## src/rtl/booth_pkg.sv

```systemverilog
package booth_pkg;
  typedef enum logic [1:0] {
    OP_HOLD = 2'd0,
    OP_ADD  = 2'd1,
    OP_SUB  = 2'd2
  } booth_op_e;
endpackage

```

## src/rtl/booth_recoder.sv

```systemverilog
module booth_recoder
  import booth_pkg::*;
(
  input  logic      cur_bit,
  input  logic      prev_bit,
  output booth_op_e op
);
  // A run of ones begins (1,0): subtract. A run ends (0,1): add.
  always_comb begin
    unique case ({cur_bit, prev_bit})
      2'b10:   op = OP_SUB;
      2'b01:   op = OP_ADD;
      default: op = OP_HOLD;
    endcase
  end
endmodule

```

## src/rtl/booth_addsub.sv

```systemverilog
module booth_addsub
  import booth_pkg::*;
#(
  parameter int W = 9
) (
  input  logic [W-1:0] acc,
  input  logic [W-1:0] operand,
  input  booth_op_e    op,
  output logic [W-1:0] result
);
  logic          sub;
  logic          use_op;
  logic [W-1:0]  addend;

  // A single adder serves both add and subtract (invert plus carry-in).
  always_comb begin
    sub    = (op == OP_SUB);
    use_op = (op != OP_HOLD);
    addend = use_op ? (operand ^ {W{sub}}) : '0;
    result = acc + addend + W'(sub);
  end
endmodule

```

## src/rtl/booth_ctrl.sv

```systemverilog
module booth_ctrl #(
  parameter int STEPS = 8
) (
  input  logic clk,
  input  logic rst,
  input  logic start,
  output logic load,
  output logic step,
  output logic last,
  output logic busy,
  output logic done
);
  localparam int CW = $clog2(STEPS + 1);
  logic [CW-1:0] cnt_q;

  assign load = start && !busy;
  assign step = busy;
  assign last = busy && (cnt_q == CW'(STEPS - 1));

  always_ff @(posedge clk) begin
    if (rst) begin
      busy  <= 1'b0;
      done  <= 1'b0;
      cnt_q <= '0;
    end else begin
      done <= 1'b0;
      if (load) begin
        busy  <= 1'b1;
        cnt_q <= '0;
      end else if (busy) begin
        if (last) begin
          busy <= 1'b0;
          done <= 1'b1;
        end else begin
          cnt_q <= cnt_q + 1'b1;
        end
      end
    end
  end
endmodule

```

## src/rtl/booth_mult.sv

```systemverilog
module booth_mult
  import booth_pkg::*;
#(
  parameter int WIDTH = 8
) (
  input  logic               clk,
  input  logic               rst,
  input  logic               start,
  input  logic [WIDTH-1:0]   multiplicand,
  input  logic [WIDTH-1:0]   multiplier,
  output logic               busy,
  output logic               done,
  output logic [2*WIDTH-1:0] product
);
  localparam int AW = WIDTH + 1;

  logic [AW-1:0]    acc_q;
  logic [AW-1:0]    mcand_q;
  logic [WIDTH-1:0] mq_q;
  logic             xbit_q;
  logic [AW-1:0]    sum;
  logic [AW-1:0]    acc_nx;
  logic [WIDTH-1:0] mq_nx;
  logic             load;
  logic             step;
  logic             last;
  booth_op_e        op;

  booth_ctrl #(.STEPS(WIDTH)) ctrl_i (
    .clk   (clk),
    .rst   (rst),
    .start (start),
    .load  (load),
    .step  (step),
    .last  (last),
    .busy  (busy),
    .done  (done)
  );

  booth_recoder rec_i (
    .cur_bit  (mq_q[0]),
    .prev_bit (xbit_q),
    .op       (op)
  );

  booth_addsub #(.W(AW)) addsub_i (
    .acc     (acc_q),
    .operand (mcand_q),
    .op      (op),
    .result  (sum)
  );

  // Arithmetic right shift of {acc, mq, xbit} after the add/subtract.
  assign acc_nx = {sum[AW-1], sum[AW-1:1]};
  assign mq_nx  = {sum[0], mq_q[WIDTH-1:1]};

  always_ff @(posedge clk) begin
    if (rst) begin
      acc_q   <= '0;
      mcand_q <= '0;
      mq_q    <= '0;
      xbit_q  <= 1'b0;
      product <= '0;
    end else if (load) begin
      acc_q   <= '0;
      mcand_q <= {multiplicand[WIDTH-1], multiplicand};
      mq_q    <= multiplier;
      xbit_q  <= 1'b0;
    end else if (step) begin
      acc_q  <= acc_nx;
      mq_q   <= mq_nx;
      xbit_q <= mq_q[0];
      if (last) begin
        product <= {acc_nx[WIDTH-1:0], mq_nx};
      end
    end
  end
endmodule

```

## config.mk

```make
export PLATFORM = sky130hd
export DESIGN_NAME = booth_mult
export DESIGN_NICKNAME = d
export VERILOG_FILES = /design/src/rtl/booth_pkg.sv /design/src/rtl/booth_recoder.sv /design/src/rtl/booth_addsub.sv /design/src/rtl/booth_ctrl.sv /design/src/rtl/booth_mult.sv
export SDC_FILE = /design/constraint.sdc
export NUM_CORES = 1
export LEC_CHECK = 0
export ABC_AREA = 1
export BUFFER_PORTS_ARGS = -buffer_cell sky130_fd_sc_hd__buf_4
export CAP_MARGIN = 20
export CORE_UTILIZATION = 55
export CTS_BUF_LIST = sky130_fd_sc_hd__clkbuf_8 sky130_fd_sc_hd__clkbuf_16
export DETAILED_ROUTE_END_ITERATION = 8
export PLACE_DENSITY = 0.77
export SLEW_MARGIN = 20
export SYNTH_ARGS = -nofsm -noshare
export SYNTH_HDL_FRONTEND = slang
export SYNTH_HIERARCHICAL = 1
export SYNTH_SLANG_ARGS = --single-unit
```

## constraint.sdc

```tcl
create_clock -name clk -period 3.9 [get_ports clk]
set_clock_uncertainty 0.2 [all_clocks]
set_input_delay 0.39 -clock clk [delete_from_list [all_inputs] [get_ports clk]]
set_output_delay 0.39 -clock clk [all_outputs]
set_load 0.01 [all_outputs]
```

==> impl_metrics.prom <==
# TYPE chip_impl_metric gauge
chip_impl_metric{name="n_antenna_cell",unit=""} 0
chip_impl_metric{name="critPathMaxStageDelay",unit="ns"} 0.64
chip_impl_info{name="cp-start-kind",value="flip-flop"} 1
chip_impl_metric{name="tritoncts.num_buffers",unit=""} 5
chip_impl_metric{name="post_cts_resized",unit=""} 0
chip_impl_metric{name="finalHoldViolations",unit=""} 0
chip_impl_metric{name="relative_slew_slack",unit=""} 0.437
chip_impl_metric{name="global_route_usage_sum",unit=""} 0.236
chip_impl_metric{name="period_share",unit=""} 0.783
chip_impl_metric{name="synth_warnings",unit=""} 6
chip_impl_metric{name="grt_first_pass_wirelength",unit="um"} 9230
chip_impl_metric{name="worst_skew_pair.late_latency",unit="ns"} 0.31
chip_impl_metric{name="port_buffers",unit=""} 36
chip_impl_info{name="critPathSlowestCell",value="sky130_fd_sc_hd__nor2_1"} 1
chip_impl_metric{name="gp_congestion",unit=""} 0.921
chip_impl_metric{name="totalNegativeSetupSlack",unit="ns"} 0
chip_impl_metric{name="async_reset_ff_frac",unit=""} 0
chip_impl_info{name="crit_type",value="flip-flop to flip-flop"} 1
chip_impl_metric{name="drtPass1Iterations",unit=""} 5
chip_impl_metric{name="cts_sinks",unit=""} 47
chip_impl_metric{name="routedWlPerCell",unit="um"} 12.1
chip_impl_info{name="hold_path.class",value="primary input to flip-flop"} 1
chip_impl_metric{name="final_antenna_net_count",unit=""} 0
chip_impl_metric{name="ys_ff_latch",unit=""} 47
chip_impl_metric{name="grt_pass1_vias",unit=""} 2129
chip_impl_metric{name="post_synth.cell_area_avg",unit="um^2"} 7.07
chip_impl_metric{name="synth_area",unit="um^2"} 2500
chip_impl_metric{name="fillers",unit=""} 398
chip_impl_metric{name="detailed_place_hpwl",unit="um"} 3750
chip_impl_metric{name="io_pins",unit=""} 37
chip_impl_metric{name="synthCells",unit=""} 354
chip_impl_info{name="status",value="completed"} 1
chip_impl_metric{name="m1WireLength",unit="um"} 2550
chip_impl_metric{name="met2_length",unit="um"} 2460
chip_impl_metric{name="synth_enable_flop_cells",unit=""} 0
chip_impl_metric{name="die_width",unit="um"} 69.5
chip_impl_metric{name="maxCapViolations",unit=""} 0
chip_impl_metric{name="post-route-min-period",unit="ns"} 3.05
chip_impl_metric{name="die_area",unit="um^2"} 4820
chip_impl_metric{name="worstPathRequired",unit="ns"} 3.93
chip_impl_metric{name="maximum_number_of_pins_on_one_net_before_global_route_repair",unit=""} 40
chip_impl_info{name="path_common_cell",value="sky130_fd_sc_hd__nand2_1"} 1
chip_impl_metric{name="initialDrtViolationCount",unit=""} 159
chip_impl_metric{name="core_outline_area",unit="um^2"} 4350
chip_impl_info{name="cts_tree",value="yes"} 1
chip_impl_metric{name="clock.fmax",unit="MHz"} 327
chip_impl_info{name="path_cells",value="inv_1, nor2_1, inv_8, nand2_8, nor2_1, a21oi_1, fa_1, inv_1, fa_1, nand3_1, nand2_1, nand2_1, nand3_1, nand2_1, nand4_1, a21oi_1"} 1
chip_impl_metric{name="post_route_cells_drive_above_1_share",unit=""} 0.154
chip_impl_metric{name="placed_cells_incl_taps",unit=""} 428
chip_impl_info{name="yosys_most_used_dff",value="sky130_fd_sc_hd__dfxtp_1"} 1
chip_impl_metric{name="crit_arrival",unit="ns"} 3.09
chip_impl_metric{name="start_util",unit=""} 0.575
chip_impl_metric{name="global_route.overflow_total",unit=""} 0
chip_impl_metric{name="postSynthNetCount",unit=""} 383
chip_impl_metric{name="number_of_antenna_violations_at_the_first_check_in_global_routing",unit=""} 0
chip_impl_metric{name="path_max_fanout",unit=""} 10
chip_impl_metric{name="detailroute.wirelength.met3",unit="um"} 173
chip_impl_metric{name="vdd_ir_drop_max",unit="uV"} 214
chip_impl_metric{name="cts.hold.buffers_added",unit=""} 0
chip_impl_metric{name="setup_viol_count_final",unit=""} 0
chip_impl_metric{name="row_cnt",unit=""} 24
chip_impl_metric{name="htree_num_levels",unit=""} 2
chip_impl_metric{name="area_growth",unit="%"} 13.3
chip_impl_info{name="root_buffer",value="sky130_fd_sc_hd__clkbuf_8"} 1
chip_impl_metric{name="nets",unit=""} 412
chip_impl_info{name="worstSetupEndpointType",value="flip-flop"} 1
chip_impl_metric{name="vias",unit=""} 2290
chip_impl_metric{name="power_per_cell_area",unit="nW/um^2"} 351
chip_impl_metric{name="maxSlewViolCount",unit=""} 0
chip_impl_metric{name="drt-total-wl",unit="um"} 5270
chip_impl_metric{name="die_height",unit="um"} 69.5
chip_impl_info{name="rsz0062_at_grt",value="false"} 1
chip_impl_metric{name="clk_path_buf_depth",unit=""} 2
chip_impl_metric{name="clkSlewWorstSetupHoldPaths",unit="ns"} 0.09
chip_impl_metric{name="number_of_buffers_inserted_by_post_cts_setup_repair",unit=""} 0
chip_impl_metric{name="drt-vias-per-instance",unit=""} 5.26
chip_impl_metric{name="stdcell_count",unit=""} 435
chip_impl_info{name="topRoutingLayerUsed",value="met4"} 1
chip_impl_metric{name="cellLeakagePower",unit="nW"} 1.30
chip_impl_metric{name="yosys.cell_types.count",unit=""} 30
chip_impl_metric{name="tightest_slew",unit="ns"} 0.842
chip_impl_metric{name="sequential_to_total_area_share_from_yosys_stat",unit=""} 0.376
chip_impl_metric{name="detail_route.drc_violations",unit=""} 0
[path summary, 6_finish.rpt]
kind	start	end	slack, ns	depth (start not counted)
max	xbit_q	product[13]	0.85	16
min	multiplicand[2]	mcand_q[2]	0.11	3
max reg2reg	xbit_q	product[13]	0.85	16
min reg2reg	product[7]	product[7]	0.26	2
[flip-flops by register name, indices dropped and copies added, names as in the netlist]
name / flops
xbit_q: 1
mq_q: 8
ctrl_i/done: 1
acc_q: 8
ctrl_i/busy: 1
ctrl_i/cnt_q: 4
product: 16
mcand_q: 8
[power breakdown]
group | switching [mW] | leakage [nW] | total, mW | internal (mW)
clock | 0.162 | 0.0502 | 0.349 | 0.187
sequential | 0.0142 | 0.382 | 0.510 | 0.496
combinational | 0.0872 | 0.870 | 0.135 | 0.0476
[area by class of cell]
cell class	instances	area (um^2)	area share
multi-input cells	253	1280	0.451
well taps	52	65.1	0.0229
flip-flops and latches	47	941	0.332
inverters	37	151	0.0534
clock buffers	5	68.8	0.0243
repair buffers	39	293	0.103
clock inverters	2	37.5	0.0132
[critical path, delay by kind of cell, from the launching register on]
| kind | cells | cell delay (ns) |
|---|---|---|
| AO/OA/AOI/OAI | 2 | 0.31 |
| adder cells (fa/ha/maj) | 2 | 0.58 |
| buffers and inverters | 3 | 0.18 |
| flip-flops | 1 | 0.37 |
| AND/OR/NAND/NOR | 9 | 1.34 |
[cell usage in the layout (no fill, tap or decap)]
cell type and n:
sky130_fd_sc_hd__nand2_2 2, sky130_fd_sc_hd__xnor2_1 1, sky130_fd_sc_hd__nor2_4 1, sky130_fd_sc_hd__nand2_1 106, sky130_fd_sc_hd__xor2_1 2, sky130_fd_sc_hd__a21oi_1 31, sky130_fd_sc_hd__bufinv_16 1, sky130_fd_sc_hd__nand4_1 17
sky130_fd_sc_hd__inv_1 32, sky130_fd_sc_hd__clkbuf_8 5, sky130_fd_sc_hd__clkinvlp_4 1, sky130_fd_sc_hd__nor2_1 30, sky130_fd_sc_hd__nand2_4 1, sky130_fd_sc_hd__nand3_1 27, sky130_fd_sc_hd__inv_6 1, sky130_fd_sc_hd__clkinv_1 1
sky130_fd_sc_hd__nand3_2 2, sky130_fd_sc_hd__dfxtp_1 47, sky130_fd_sc_hd__a21oi_2 1, sky130_fd_sc_hd__nor3_1 1, sky130_fd_sc_hd__nand3b_1 1, sky130_fd_sc_hd__ha_1 8, sky130_fd_sc_hd__nand3_4 1, sky130_fd_sc_hd__or2_1 1
sky130_fd_sc_hd__o21ai_0 17, sky130_fd_sc_hd__nand2_8 1, sky130_fd_sc_hd__fa_1 2, sky130_fd_sc_hd__inv_2 2, sky130_fd_sc_hd__buf_4 39, sky130_fd_sc_hd__inv_8 1
[cell usage after synthesis, types with 2 or more instances]
cell | count | share of area
sky130_fd_sc_hd__inv_2 | 2 | 0.0030
sky130_fd_sc_hd__o21ai_0 | 17 | 0.034
sky130_fd_sc_hd__fa_1 | 2 | 0.016
sky130_fd_sc_hd__buf_6 | 4 | 0.018
sky130_fd_sc_hd__nand2_2 | 2 | 0.0050
sky130_fd_sc_hd__xor2_1 | 2 | 0.0070
sky130_fd_sc_hd__a21oi_1 | 31 | 0.062
sky130_fd_sc_hd__nand3_2 | 2 | 0.0080
sky130_fd_sc_hd__buf_4 | 9 | 0.027
sky130_fd_sc_hd__nand4_1 | 17 | 0.042
sky130_fd_sc_hd__nor2_1 | 30 | 0.045
sky130_fd_sc_hd__inv_1 | 32 | 0.048
sky130_fd_sc_hd__ha_1 | 8 | 0.040
sky130_fd_sc_hd__dfxtp_1 | 47 | 0.38
sky130_fd_sc_hd__buf_2 | 3 | 0.0060
sky130_fd_sc_hd__nand2_1 | 106 | 0.16
sky130_fd_sc_hd__nand3_1 | 27 | 0.054
[metal layers]
metal  track usage  vias up
met5             0        -
met4         0.109        0
li1              -     1203
met2         0.396       52
met1         0.298     1027
met3        0.0349        8
[through the flow]
step           power (mW)  setup WS [ns]  hold slack, ns  area [um^2]  utilization
3_3_place_gp        0.652           1.04           0.249         2730        0.627
6_report            0.994          0.846           0.106         2840        0.651
4_1_cts             0.999          0.854           0.104         2840        0.651
3_5_place_dp        0.655          0.902           0.253         2730        0.627
5_1_grt              1.03          0.528           0.107         2840        0.651
2_1_floorplan       0.623           1.48           0.241         2500            -
[cells by family after synthesis]
| group | Yosys count | synth area share |
|---|---|---|
| xor gates and xnor gates | 3 | 0.0105 |
| buffers and inverters | 54 | 0.113 |
| and+or+nand+nor | 191 | 0.345 |
| DFF | 47 | 0.376 |
| AOI/OAI and AO/OA | 49 | 0.0995 |
| adders and majority gates | 10 | 0.0560 |
(Power assumes the default switching activity.)
